===== config.mk =====
export PLATFORM = sky130hd
export DESIGN_NAME = pat_expand
export DESIGN_NICKNAME = d
export VERILOG_FILES = /design/src/rtl/pat_expand_pkg.sv /design/src/rtl/pat_addr_gen.sv /design/src/rtl/pat_color_sel.sv /design/src/rtl/pat_seq.sv /design/src/rtl/pat_expand.sv
export SDC_FILE = /design/constraint.sdc
export NUM_CORES = 1
export LEC_CHECK = 0
export CAP_MARGIN = 20
export CELL_PAD_IN_SITES_DETAIL_PLACEMENT = 0
export CELL_PAD_IN_SITES_GLOBAL_PLACEMENT = 1
export CORE_UTILIZATION = 35
export CTS_CLUSTER_SIZE = 28
export DETAILED_ROUTE_END_ITERATION = 7
export HOLD_SLACK_MARGIN = 0.05
export PLACE_DENSITY_LB_ADDON = 0.12
export SKIP_LAST_GASP = 1
export SYNTH_ARGS = -nofsm -noshare
export SYNTH_HDL_FRONTEND = slang
export SYNTH_SLANG_ARGS = --single-unit

===== constraint.sdc =====
create_clock -name clk -period 4.9 [get_ports clk]
set_input_delay 0.49 -clock clk [delete_from_list [all_inputs] [get_ports clk]]
set_output_delay 0.49 -clock clk [all_outputs]
set_load 0.1 [all_outputs]

===== src/rtl/pat_expand_pkg.sv =====
package pat_expand_pkg;

    localparam int CTL_W       = 32;
    localparam int CTL_TRANSP  = 17;
    localparam int CTL_MONO    = 18;
    localparam int CTL_SOLID   = 19;
    localparam int PAT_LG      = 3;

    typedef enum logic [1:0] {
        ST_IDLE  = 2'd0,
        ST_ISSUE = 2'd1,
        ST_WAIT  = 2'd2,
        ST_FAST  = 2'd3
    } pe_state_e;

endpackage


===== src/rtl/pat_addr_gen.sv =====
module pat_addr_gen #(
    parameter int ADDR_W  = 24,
    parameter int COORD_W = 12
) (
    input  logic [ADDR_W-1:0]  base_i,
    input  logic [2:0]         dst_lo_i,
    input  logic [2:0]         valign_i,
    input  logic [COORD_W-1:0] x_i,
    input  logic [COORD_W-1:0] y_i,
    input  logic               mono_i,
    output logic [ADDR_W-1:0]  addr_o,
    output logic [2:0]         col_o
);
    import pat_expand_pkg::*;

    localparam int OFS_W = 2 * PAT_LG;

    logic [PAT_LG-1:0] row;
    logic [PAT_LG-1:0] col;
    logic [OFS_W-1:0]  tile_ofs;

    always_comb begin
        row      = valign_i + y_i[PAT_LG-1:0];
        col      = dst_lo_i + x_i[PAT_LG-1:0];
        tile_ofs = mono_i ? {{PAT_LG{1'b0}}, row} : {row, col};
        addr_o   = base_i + ADDR_W'(tile_ofs);
        col_o    = col;
    end

endmodule


===== src/rtl/pat_color_sel.sv =====
module pat_color_sel #(
    parameter int COLOR_BYTES = 4,
    localparam int COLOR_W    = 8 * COLOR_BYTES,
    localparam int BPP_W      = $clog2(COLOR_BYTES)
) (
    input  logic [7:0]         byte_i,
    input  logic               mono_i,
    input  logic               solid_i,
    input  logic               transp_i,
    input  logic [BPP_W-1:0]   bpp_i,
    input  logic [2:0]         col_i,
    input  logic [COLOR_W-1:0] fg_i,
    input  logic [COLOR_W-1:0] bg_i,
    output logic [COLOR_W-1:0] color_o,
    output logic               skip_o
);

    logic [COLOR_W-1:0] lane_mask;
    logic               pat_bit;

    for (genvar i = 0; i < COLOR_BYTES; i++) begin : g_lane
        assign lane_mask[8*i +: 8] = (32'(bpp_i) >= i) ? 8'hFF : 8'h00;
    end

    always_comb begin
        pat_bit = solid_i ? 1'b0 : byte_i[col_i];
        color_o = '0;
        skip_o  = 1'b0;
        if (mono_i) begin
            color_o = (pat_bit ? fg_i : bg_i) & lane_mask;
            skip_o  = transp_i & ~pat_bit;
        end else if (bpp_i == '0) begin
            color_o = COLOR_W'(byte_i);
        end else begin
            color_o = bg_i & lane_mask;
        end
    end

endmodule


===== src/rtl/pat_seq.sv =====
module pat_seq #(
    parameter int ADDR_W      = 24,
    parameter int COLOR_BYTES = 4,
    localparam int COLOR_W    = 8 * COLOR_BYTES,
    localparam int BPP_W      = $clog2(COLOR_BYTES)
) (
    input  logic               clk,
    input  logic               rst_n,
    input  logic               req_valid_i,
    input  logic               mono_i,
    input  logic               solid_i,
    input  logic               transp_i,
    input  logic [BPP_W-1:0]   bpp_i,
    input  logic [ADDR_W-1:0]  addr_i,
    input  logic [2:0]         col_i,
    input  logic [COLOR_W-1:0] fg_i,
    input  logic [COLOR_W-1:0] bg_i,
    input  logic               mem_rvalid_i,
    input  logic [7:0]         mem_rdata_i,
    input  logic [COLOR_W-1:0] sel_color_i,
    input  logic               sel_skip_i,
    output logic [7:0]         sel_byte_o,
    output logic               sel_mono_o,
    output logic               sel_solid_o,
    output logic               sel_transp_o,
    output logic [BPP_W-1:0]   sel_bpp_o,
    output logic [2:0]         sel_col_o,
    output logic [COLOR_W-1:0] sel_fg_o,
    output logic [COLOR_W-1:0] sel_bg_o,
    output logic               busy_o,
    output logic               mem_rd_o,
    output logic [ADDR_W-1:0]  mem_addr_o,
    output logic               res_valid_o,
    output logic [COLOR_W-1:0] res_color_o,
    output logic               res_skip_o
);
    import pat_expand_pkg::*;

    typedef struct packed {
        pe_state_e          st;
        logic               mono;
        logic               solid;
        logic               transp;
        logic [BPP_W-1:0]   bpp;
        logic [ADDR_W-1:0]  addr;
        logic [2:0]         col;
        logic [COLOR_W-1:0] fg;
        logic [COLOR_W-1:0] bg;
        logic               res_valid;
        logic [COLOR_W-1:0] res_color;
        logic               res_skip;
    } seq_t;

    seq_t s_d, s_q;

    always_comb begin
        s_d           = s_q;
        s_d.res_valid = 1'b0;
        s_d.res_skip  = 1'b0;
        unique case (s_q.st)
            ST_IDLE: begin
                if (req_valid_i) begin
                    s_d.mono   = mono_i;
                    s_d.solid  = solid_i;
                    s_d.transp = transp_i;
                    s_d.bpp    = bpp_i;
                    s_d.addr   = addr_i;
                    s_d.col    = col_i;
                    s_d.fg     = fg_i;
                    s_d.bg     = bg_i;
                    if ((mono_i && solid_i) || (!mono_i && bpp_i != '0))
                        s_d.st = ST_FAST;
                    else
                        s_d.st = ST_ISSUE;
                end
            end
            ST_ISSUE: s_d.st = ST_WAIT;
            ST_WAIT: begin
                if (mem_rvalid_i) begin
                    s_d.res_valid = 1'b1;
                    s_d.res_color = sel_color_i;
                    s_d.res_skip  = sel_skip_i;
                    s_d.st        = ST_IDLE;
                end
            end
            ST_FAST: begin
                s_d.res_valid = 1'b1;
                s_d.res_color = sel_color_i;
                s_d.res_skip  = sel_skip_i;
                s_d.st        = ST_IDLE;
            end
            default: s_d.st = ST_IDLE;
        endcase
    end

    always_ff @(posedge clk) begin
        if (!rst_n) begin
            s_q <= '0;
        end else begin
            s_q <= s_d;
        end
    end

    assign sel_byte_o   = (s_q.st == ST_WAIT) ? mem_rdata_i : 8'h00;
    assign sel_mono_o   = s_q.mono;
    assign sel_solid_o  = s_q.solid;
    assign sel_transp_o = s_q.transp;
    assign sel_bpp_o    = s_q.bpp;
    assign sel_col_o    = s_q.col;
    assign sel_fg_o     = s_q.fg;
    assign sel_bg_o     = s_q.bg;
    assign busy_o       = (s_q.st != ST_IDLE);
    assign mem_rd_o     = (s_q.st == ST_ISSUE);
    assign mem_addr_o   = s_q.addr;
    assign res_valid_o  = s_q.res_valid;
    assign res_color_o  = s_q.res_color;
    assign res_skip_o   = s_q.res_skip;

endmodule


===== src/rtl/pat_expand.sv =====
module pat_expand #(
    parameter int ADDR_W      = 24,
    parameter int COORD_W     = 12,
    parameter int COLOR_BYTES = 4,
    localparam int COLOR_W    = 8 * COLOR_BYTES,
    localparam int BPP_W      = $clog2(COLOR_BYTES)
) (
    input  logic               clk,
    input  logic               rst_n,
    input  logic               req_valid_i,
    input  logic [31:0]        ctl_i,
    input  logic [ADDR_W-1:0]  pat_base_i,
    input  logic [2:0]         dst_lo_i,
    input  logic [2:0]         valign_i,
    input  logic [COORD_W-1:0] x_i,
    input  logic [COORD_W-1:0] y_i,
    input  logic [COLOR_W-1:0] fg_i,
    input  logic [COLOR_W-1:0] bg_i,
    input  logic [BPP_W-1:0]   bpp_i,
    output logic               busy_o,
    output logic               mem_rd_o,
    output logic [ADDR_W-1:0]  mem_addr_o,
    input  logic               mem_rvalid_i,
    input  logic [7:0]         mem_rdata_i,
    output logic               res_valid_o,
    output logic [COLOR_W-1:0] res_color_o,
    output logic               res_skip_o
);
    import pat_expand_pkg::*;

    logic [ADDR_W-1:0]  req_addr;
    logic [2:0]         req_col;
    logic [7:0]         sel_byte;
    logic               sel_mono, sel_solid, sel_transp;
    logic [BPP_W-1:0]   sel_bpp;
    logic [2:0]         sel_col;
    logic [COLOR_W-1:0] sel_fg, sel_bg, sel_color;
    logic               sel_skip;

    pat_addr_gen #(.ADDR_W(ADDR_W), .COORD_W(COORD_W)) u_addr (
        .base_i   (pat_base_i),
        .dst_lo_i (dst_lo_i),
        .valign_i (valign_i),
        .x_i      (x_i),
        .y_i      (y_i),
        .mono_i   (ctl_i[CTL_MONO]),
        .addr_o   (req_addr),
        .col_o    (req_col)
    );

    pat_seq #(.ADDR_W(ADDR_W), .COLOR_BYTES(COLOR_BYTES)) u_seq (
        .clk          (clk),
        .rst_n        (rst_n),
        .req_valid_i  (req_valid_i),
        .mono_i       (ctl_i[CTL_MONO]),
        .solid_i      (ctl_i[CTL_SOLID]),
        .transp_i     (ctl_i[CTL_TRANSP]),
        .bpp_i        (bpp_i),
        .addr_i       (req_addr),
        .col_i        (req_col),
        .fg_i         (fg_i),
        .bg_i         (bg_i),
        .mem_rvalid_i (mem_rvalid_i),
        .mem_rdata_i  (mem_rdata_i),
        .sel_color_i  (sel_color),
        .sel_skip_i   (sel_skip),
        .sel_byte_o   (sel_byte),
        .sel_mono_o   (sel_mono),
        .sel_solid_o  (sel_solid),
        .sel_transp_o (sel_transp),
        .sel_bpp_o    (sel_bpp),
        .sel_col_o    (sel_col),
        .sel_fg_o     (sel_fg),
        .sel_bg_o     (sel_bg),
        .busy_o       (busy_o),
        .mem_rd_o     (mem_rd_o),
        .mem_addr_o   (mem_addr_o),
        .res_valid_o  (res_valid_o),
        .res_color_o  (res_color_o),
        .res_skip_o   (res_skip_o)
    );

    pat_color_sel #(.COLOR_BYTES(COLOR_BYTES)) u_sel (
        .byte_i   (sel_byte),
        .mono_i   (sel_mono),
        .solid_i  (sel_solid),
        .transp_i (sel_transp),
        .bpp_i    (sel_bpp),
        .col_i    (sel_col),
        .fg_i     (sel_fg),
        .bg_i     (sel_bg),
        .color_o  (sel_color),
        .skip_o   (sel_skip)
    );

endmodule


==> flow_metrics.py, run 1 <==
metrics = {
    "status": {
        "status": "complete, no violations",
    },
    "logic_synthesis": {
        "synth_area_leader_cell": "sky130_fd_sc_hd__dfxtp_1",
        "post-synth-top-count-cell": "sky130_fd_sc_hd__nand2_1",
        "yosys.area.top_type_share": 0.4232,
        "asyncSetResetFlopFracSynth": 0,
        "synth-main-ff-cell": "sky130_fd_sc_hd__dfxtp_1",
        "synth_fp_nets": 930,
        "synth-edff-count": 0,
        "yosys_register_bits": 132,
        "post_synth_instance_area_um2": 6243,
        "netlist-cell-type-count": 53,
        "synth-seq-area-share": 0.4232,
        "postSynthAreaPerCell_um2": 8.270,
        "synth.yosys.warnings": 0,
        "synthesis.instances": 755,
        "post_synth_most_frequent_cells": "sky130_fd_sc_hd__nand2_1, sky130_fd_sc_hd__dfxtp_1, sky130_fd_sc_hd__a21oi_1, sky130_fd_sc_hd__buf_4, sky130_fd_sc_hd__o21ai_0",
        "netlist_top_cells_area": "sky130_fd_sc_hd__dfxtp_1, sky130_fd_sc_hd__nand2_1, sky130_fd_sc_hd__a21oi_1",
    },
    "sta": {
        "final_max_slew_viol_count": 0,
        "timing_hold_violations_final": 0,
        "worst_slew_pin_slew_ns": 1.045,
        "timing.final.ws_setup_ns": 1.574,
        "fin_skew_ns": 0.007855,
        "final.setup.tns_ns": 0,
        "period_needed_ns": 3.326,
        "timing.max_slew.rel_slack": 0.3010,
        "finalCritPeriodShare": 0.6787,
        "setup_violations": 0,
        "rsz_0062_raised_after_global_routing": "false",
        "fmax_mhz": 300.7,
    },
    "layout": {
        "number_of_non_filler_instances_in_the_completed_layout": 1092,
        "final_layout_size_suffix_gt1_frac": 0.06113,
        "area_of_the_multi_input_gates_um2": 2967,
        "nets": 1029,
        "num_antenna_cells": 0,
        "final_area_um2": 8338,
        "final-seq-area_um2": 2643,
        "layout_filler_cell_count": 1678,
        "layout_stage_area_growth_over_the_synthesis_result_pct": 33.55,
    },
    "clock_tree": {
        "clock_tree.buffer_depth": 2,
        "cts-buffers-inserted": 17,
        "clkTransAtPathRegs_ns": 0.06,
        "cts.sink_count": 132,
        "holdBufCountCts": 0,
        "postCtsSetupRepairBufs": 0,
        "clk_latency_ns": 0.41,
        "tritoncts_clock_tree": "done",
        "htree_levels": 4,
        "number_of_gates_resized_after_cts": 0,
        "clk_root_buffer_cell": "sky130_fd_sc_hd__clkbuf_16",
    },
    "detailed_routing": {
        "total_via_count_after_detailed_routing": 5454,
        "route.detailed.drc": 0,
        "drt.antenna.violating_nets": 0,
        "route.detailed.vias_per_inst": 4.995,
        "detail_route.iter0.violations": 225,
        "wire_per_inst_um": 15.38,
        "drt_wl_total_um": 16800,
        "drt_pre_antenna_iters": 4,
    },
    "critical_path": {
        "worst-r2r-cell-count": 5,
        "required_ns": 5.18,
        "critical_path.max_fanout": 8,
        "crit_path_end_kind": "register",
        "timing.critical_path.cells": "clkdlybuf4s50_1 -> ha_1 -> fa_1 -> xor2_1 -> xnor2_1 -> o21ai_0 -> ha_1 -> and2b_1 -> o211ai_1 -> a21boi_0 -> o21ai_0 -> o311ai_0",
        "start_of_the_worst_register_to_register_path": "u_seq.sel_col_o[0]",
        "cpMaxStageDelayCell": "sky130_fd_sc_hd__o211ai_1",
        "timing.critical_path.slowest_cell_delay_ns": 0.56,
        "timing.critical_path.max_delay_family": "compound AO/OA/AOI/OAI gates",
        "critical_path.n_buffers_inverters": 1,
        "arrival_ns": 3.60,
        "worstSetupStartpointType": "input pin",
        "r2r_end": "u_seq.res_color_o[24]",
        "critical_path_cell_count": 12,
        "rrSetupSlack_ns": 2.79,
        "critPathKind": "input pin to register",
    },
    "placed_design": {
        "place_area_um2": 7760,
        "placed_cells_incl_taps": 1060,
        "port_buffers": 176,
        "gp_routability_congestion": 0.8050,
        "place_ws_ns": 1.095,
        "place.detailed.hpwl_um": 11260,
    },
    "pwr": {
        "pwr-share-comb": 0.217,
        "p_int_w": 0.002115,
        "p_per_area_nw_per_um2": 369.6,
        "worst_ir_drop_vdd_mv": 0.2463,
        "clock_power_share": 0.399,
        "leakage_power_nw": 3.128,
        "power_switching_w": 0.0009660,
        "power_switching_share": 0.3135,
        "p_seq_frac": 0.384,
    },
    "min_path": {
        "holdPathStages": 2,
        "hold_wc_path_type": "register to register",
        "min_delay_worst_endpoint": "u_seq.res_color_o[18]",
        "holdCritStartpoint": "u_seq.res_color_o[18]",
    },
    "global_route": {
        "first_global_vias": 5377,
        "grt_overflow": 0,
        "initial_antenna_violation_count": 0,
        "grt_use_total": 0.1878,
        "grt_pass1_wl_um": 26920,
        "grt_start_max_net_pins": 92,
    },
    "floorplan": {
        "boundaryPins": 224,
        "chipHeight_um": 135.6,
        "placementRows": 48,
        "core_footprint_um2": 17360,
        "die_area_um2": 18380,
        "initial_util": 0.3597,
        "die_w_um": 135.6,
    },
    "run": {
        "cap_violations": 0,
    },
}
## how the worst max path moves through the flow
stage / from / end / slack, ns
4_1_cts: dst_lo_i[0] / u_seq.mem_addr_o[6] / 1.57
5_1_grt: valign_i[0] / u_seq.mem_addr_o[6] / 1.29
2_1_floorplan: valign_i[0] / u_seq.mem_addr_o[8] / 1.94
6_report: dst_lo_i[0] / u_seq.mem_addr_o[6] / 1.57
3_3_place_gp: dst_lo_i[0] / u_seq.mem_addr_o[18] / 1.13
3_5_place_dp: dst_lo_i[0] / u_seq.mem_addr_o[6] / 1.09
## state kept, by name, indices dropped and copies added (netlist names), 2 cells and up
register	flops
u_seq.mem_addr_o	24
u_seq.res_color_o	32
u_seq.s_q	2
u_seq.sel_bg_o	32
u_seq.sel_bpp_o	2
u_seq.sel_col_o	3
u_seq.sel_fg_o	32
## placed cells by master (no fill, tap or decap), types with 9 or more instances in the layout
cell | Yosys | layout
sky130_fd_sc_hd__o21a_1 | 11 | 11
sky130_fd_sc_hd__a31oi_1 | 10 | 10
sky130_fd_sc_hd__inv_1 | 10 | 9
sky130_fd_sc_hd__a311oi_1 | 10 | 10
sky130_fd_sc_hd__mux2i_1 | 35 | 35
sky130_fd_sc_hd__dfxtp_1 | 132 | 132
sky130_fd_sc_hd__a21oi_1 | 84 | 84
sky130_fd_sc_hd__o21ai_1 | 9 | 9
sky130_fd_sc_hd__clkbuf_16 | 0 | 17
sky130_fd_sc_hd__nand2_1 | 193 | 192
sky130_fd_sc_hd__xnor2_1 | 12 | 12
sky130_fd_sc_hd__nor2_1 | 14 | 13
sky130_fd_sc_hd__o21ai_0 | 37 | 37
sky130_fd_sc_hd__clkdlybuf4s50_1 | 0 | 176
## area by class of cell
cell class / count / area share
Multi-Input combinational cell: 513 / 0.3558
Timing Repair Buffer: 180 / 0.2197
Clock inverter: 13 / 0.01501
Inverter: 10 / 0.004502
Sequential cell: 132 / 0.3169
Tap cell: 225 / 0.03376
Clock buffer: 19 / 0.05432
## power by group through the flow
stage | registers (W) | clock network (W) | logic (W)
2_1_floorplan | 0.00119 | 0 | 0.000480
3_3_place_gp | 0.00120 | 0 | 0.000655
3_5_place_dp | 0.00121 | 0 | 0.000670
4_1_cts | 0.00118 | 0.00127 | 0.000673
5_1_grt | 0.00119 | 0.00131 | 0.000719
6_report | 0.00118 | 0.00123 | 0.000668
## worst min-delay path: stages, from the launching register on
cell and delay [ns]:
sky130_fd_sc_hd__dfxtp_1 0.31, sky130_fd_sc_hd__nand2_1 0.05, sky130_fd_sc_hd__o21ai_1 0.05
## cell families (layout without fill, tap and decap cells)
| group | after synthesis | count (layout) | share of synthesized area |
|---|---|---|---|
| flops | 132 | 132 | 0.4232 |
| buf+inv | 110 | 222 | 0.1036 |
| simple gates | 256 | 256 | 0.1778 |
| compound gates | 195 | 195 | 0.1882 |
| xor+xnor | 13 | 13 | 0.01824 |
| mux | 38 | 38 | 0.06333 |
| fa+ha+maj | 11 | 11 | 0.02565 |
## stage by stage
stage               power, W  hold WS [ns]  utilization
CTS                 0.003124        0.4501       0.4804
global placement    0.001860        0.4332       0.4439
floorplan           0.001674        0.4263            -
global route        0.003223        0.4711       0.4804
detailed placement  0.001876        0.4422       0.4471
finish              0.003081        0.4507       0.4804
## routing by layer
metal / vias up / track usage / wire length, um / part of all wire
met5: - / 0 / 0 / 0
li1: 2749 / - / - / -
met3: 16 / 0.05649 / 920 / 0.055
met2: 126 / 0.3075 / 7905 / 0.47
met4: 0 / 0.05306 / 165 / 0.0098
met1: 2563 / 0.2370 / 7803 / 0.46
(Power assumes the default switching activity.)
==> run 2, diff against run 1 <==
--- a/config.mk
+++ b/config.mk
@@ -8,7 +8,7 @@
 export CAP_MARGIN = 20
 export CELL_PAD_IN_SITES_DETAIL_PLACEMENT = 0
 export CELL_PAD_IN_SITES_GLOBAL_PLACEMENT = 1
-export CORE_UTILIZATION = 35
+export CORE_UTILIZATION = 32
 export CTS_CLUSTER_SIZE = 28
 export DETAILED_ROUTE_END_ITERATION = 7
 export HOLD_SLACK_MARGIN = 0.05
==> constraint.sdc (replaced) <==
create_clock -name clk -period 3.45 [get_ports clk]
set_input_delay 0.345 -clock clk [delete_from_list [all_inputs] [get_ports clk]]
set_output_delay 0.345 -clock clk [all_outputs]
set_load 0.1 [all_outputs]
==> run 2 against run 1 <==
Power rose by 46%. Design area up 1.7%. First-iteration DRC count fell by 12%. Setup slack worse by 1.1 ns. Sequential share of layout area decreased by 0.52 points. Die area grew 9.2%. Largest cell class unchanged.
==> flow_metrics.py, run 2 (synthesis results as in run 1) <==
metrics = {
    "layout": {
        "finalCoreUtilization": 0.4487,
        "final_layout_size_suffix_gt1_frac": 0.07395,
        "layout_common_cells": "sky130_fd_sc_hd__nand2_1, sky130_fd_sc_hd__clkdlybuf4s50_1, sky130_fd_sc_hd__dfxtp_1, sky130_fd_sc_hd__a21oi_1, sky130_fd_sc_hd__o21ai_0",
        "most_frequent_standard_cell_in_the_layout_excluding_fill_and_tap_cells": "sky130_fd_sc_hd__nand2_1",
        "nets": 1041,
        "layout_filler_cell_count": 1909,
        "number_of_non_filler_instances_in_the_completed_layout": 1140,
        "layout_stage_area_growth_over_the_synthesis_result_pct": 35.79,
        "final_area_um2": 8478,
    },
    "pwr": {
        "power_switching_w": 0.001405,
        "p_per_area_nw_per_um2": 529.1,
        "p_seq_frac": 0.375,
        "pwr-share-comb": 0.214,
        "clock_power_share": 0.411,
        "power_switching_share": 0.3131,
        "p_int_w": 0.003081,
        "leakage_power_nw": 3.186,
        "worst_ir_drop_vdd_mv": 0.3389,
    },
    "placed_design": {
        "port_buffers": 176,
        "gp_routability_congestion": 0.8306,
        "place_area_um2": 7875,
        "placed_cells_incl_taps": 1107,
        "place.detailed.hpwl_um": 11890,
    },
    "global_route": {
        "initial_antenna_violation_count": 0,
        "grt_pass1_wl_um": 27490,
        "top_usage_layer": "met2",
        "grt_start_max_net_pins": 72,
        "grt_overflow": 0,
        "grt_util_met1": 0.2086,
        "grtUsageMet2": 0.3052,
        "grt_util_met3": 0.05501,
        "first_global_vias": 5533,
        "grt_use_total": 0.1758,
    },
    "sta": {
        "period_needed_ns": 3.012,
        "rsz_0062_raised_after_global_routing": "false",
        "final.setup.tns_ns": 0,
        "setup_violations": 0,
        "worst_slew_pin_slew_ns": 1.047,
        "fmax_mhz": 332.0,
        "final_max_slew_viol_count": 0,
        "fin_skew_ns": 0.007121,
        "timing_hold_violations_final": 0,
        "finalCritPeriodShare": 0.8730,
        "timing.max_slew.rel_slack": 0.3000,
    },
    "clock_tree": {
        "htree_levels": 4,
        "clk_latency_ns": 0.42,
        "postCtsSetupRepairBufs": 0,
        "tritoncts_clock_tree": "done",
        "clkTransAtPathRegs_ns": 0.06,
        "number_of_gates_resized_after_cts": 0,
        "cts-buffers-inserted": 17,
        "clock_tree.buffer_depth": 2,
        "cts.sink_count": 132,
        "holdBufCountCts": 0,
        "clk_root_buffer_cell": "sky130_fd_sc_hd__clkbuf_16",
    },
    "floorplan": {
        "core_footprint_um2": 18890,
        "chipHeight_um": 141.7,
        "die_area_um2": 20070,
        "initial_util": 0.3305,
        "die_w_um": 141.7,
        "placementRows": 50,
        "boundaryPins": 224,
    },
    "detailed_routing": {
        "drt_wl_total_um": 17130,
        "total_via_count_after_detailed_routing": 5516,
        "drt.antenna.violating_nets": 0,
        "detail_route.iter0.violations": 198,
        "route.detailed.drc": 0,
        "route.detailed.vias_per_inst": 4.839,
        "wire_per_inst_um": 15.03,
        "drt_pre_antenna_iters": 5,
    },
    "min_path": {
        "hold_wc_path_type": "register to register",
    },
    "critical_path": {
        "critical_path.max_fanout": 8,
        "crit_path_end_kind": "register",
        "worstSetupStartpointType": "input pin",
        "critPathKind": "input pin to register",
        "required_ns": 3.79,
        "arrival_ns": 3.35,
    },
    "status": {
        "status": "complete, no violations",
    },
    "run": {
        "cap_violations": 0,
    },
}
[run 2: changes by cell type in the layout (fill, tap and decap cells not counted)]
cell	change
sky130_fd_sc_hd__buf_4	+12
sky130_fd_sc_hd__clkbuf_8	-1
sky130_fd_sc_hd__inv_2	-1
sky130_fd_sc_hd__diode_2	+1
sky130_fd_sc_hd__buf_12	+2
sky130_fd_sc_hd__buf_16	-2
sky130_fd_sc_hd__inv_6	+5
sky130_fd_sc_hd__inv_8	+1
sky130_fd_sc_hd__bufinv_16	+1
sky130_fd_sc_hd__clkinv_4	-5
sky130_fd_sc_hd__nand2_2	+1
sky130_fd_sc_hd__nand2_4	-1
[run 2: final timing paths]
kind / startpoint / endpoint / slack, ns / depth (start not counted)
setup / recovery: dst_lo_i[0] / u_seq.mem_addr_o[19] / 0.44 / 11
hold / removal: u_seq.res_color_o[17] / u_seq.res_color_o[17] / 0.45 / 2
setup reg to reg: u_seq.sel_col_o[0] / u_seq.res_color_o[20] / 1.38 / 5
hold reg to reg: u_seq.res_color_o[17] / u_seq.res_color_o[17] / 0.45 / 2
[run 2: critical path: stages]
cell and delay (ns):
sky130_fd_sc_hd__clkdlybuf4s50_1 0.40, sky130_fd_sc_hd__ha_1 0.21, sky130_fd_sc_hd__fa_1 0.37, sky130_fd_sc_hd__xor2_1 0.16, sky130_fd_sc_hd__xnor2_1 0.23, sky130_fd_sc_hd__o21ai_0 0.13, sky130_fd_sc_hd__ha_1 0.32, sky130_fd_sc_hd__nand4_1 0.21
sky130_fd_sc_hd__a31o_2 0.37, sky130_fd_sc_hd__or4_1 0.41, sky130_fd_sc_hd__a31oi_1 0.18
[run 2: final cells by class]
| class | count | area [um2] | area share |
|---|---|---|---|
| multi-input cells | 513 | 2962 | 0.3493 |
| flip-flops and latches | 132 | 2643 | 0.3117 |
| repair buffers | 192 | 1907 | 0.2249 |
| clock buffers | 18 | 439.2 | 0.05180 |
| well taps | 260 | 325.3 | 0.03837 |
| clock inverters | 14 | 161.4 | 0.01904 |
| inverters | 10 | 38.79 | 0.004575 |
| diodes | 1 | 2.502 | 0.0002952 |
[run 2: metal layers]
metal	vias to the layer above	share of wire
met1	2586	0.46
met3	10	0.059
met4	0	0.0074
met5	-	0
li1	2782	-
met2	138	0.48
[run 2: power groups by stage]
stage          Clock [W]  Combinational [W]  Sequential (W)
4_1_cts          0.00189           0.000973         0.00168
3_3_place_gp           0           0.000959         0.00171
5_1_grt          0.00197            0.00104         0.00169
3_5_place_dp           0           0.000966         0.00171
6_report         0.00184           0.000961         0.00168
2_1_floorplan          0           0.000681         0.00170
[run 2: stage by stage]
| stage | hold WS [ns] | power, W | setup slack [ns] |
|---|---|---|---|
| after floorplan | 0.4263 | 0.002378 | 0.6383 |
| after global placement | 0.4348 | 0.002670 | 0.07444 |
| after detailed placement | 0.4463 | 0.002681 | 0.0008209 |
| after CTS | 0.4510 | 0.004547 | 0.4289 |
| after global routing | 0.4640 | 0.004700 | 0.2672 |
| final | 0.4504 | 0.004486 | 0.4381 |
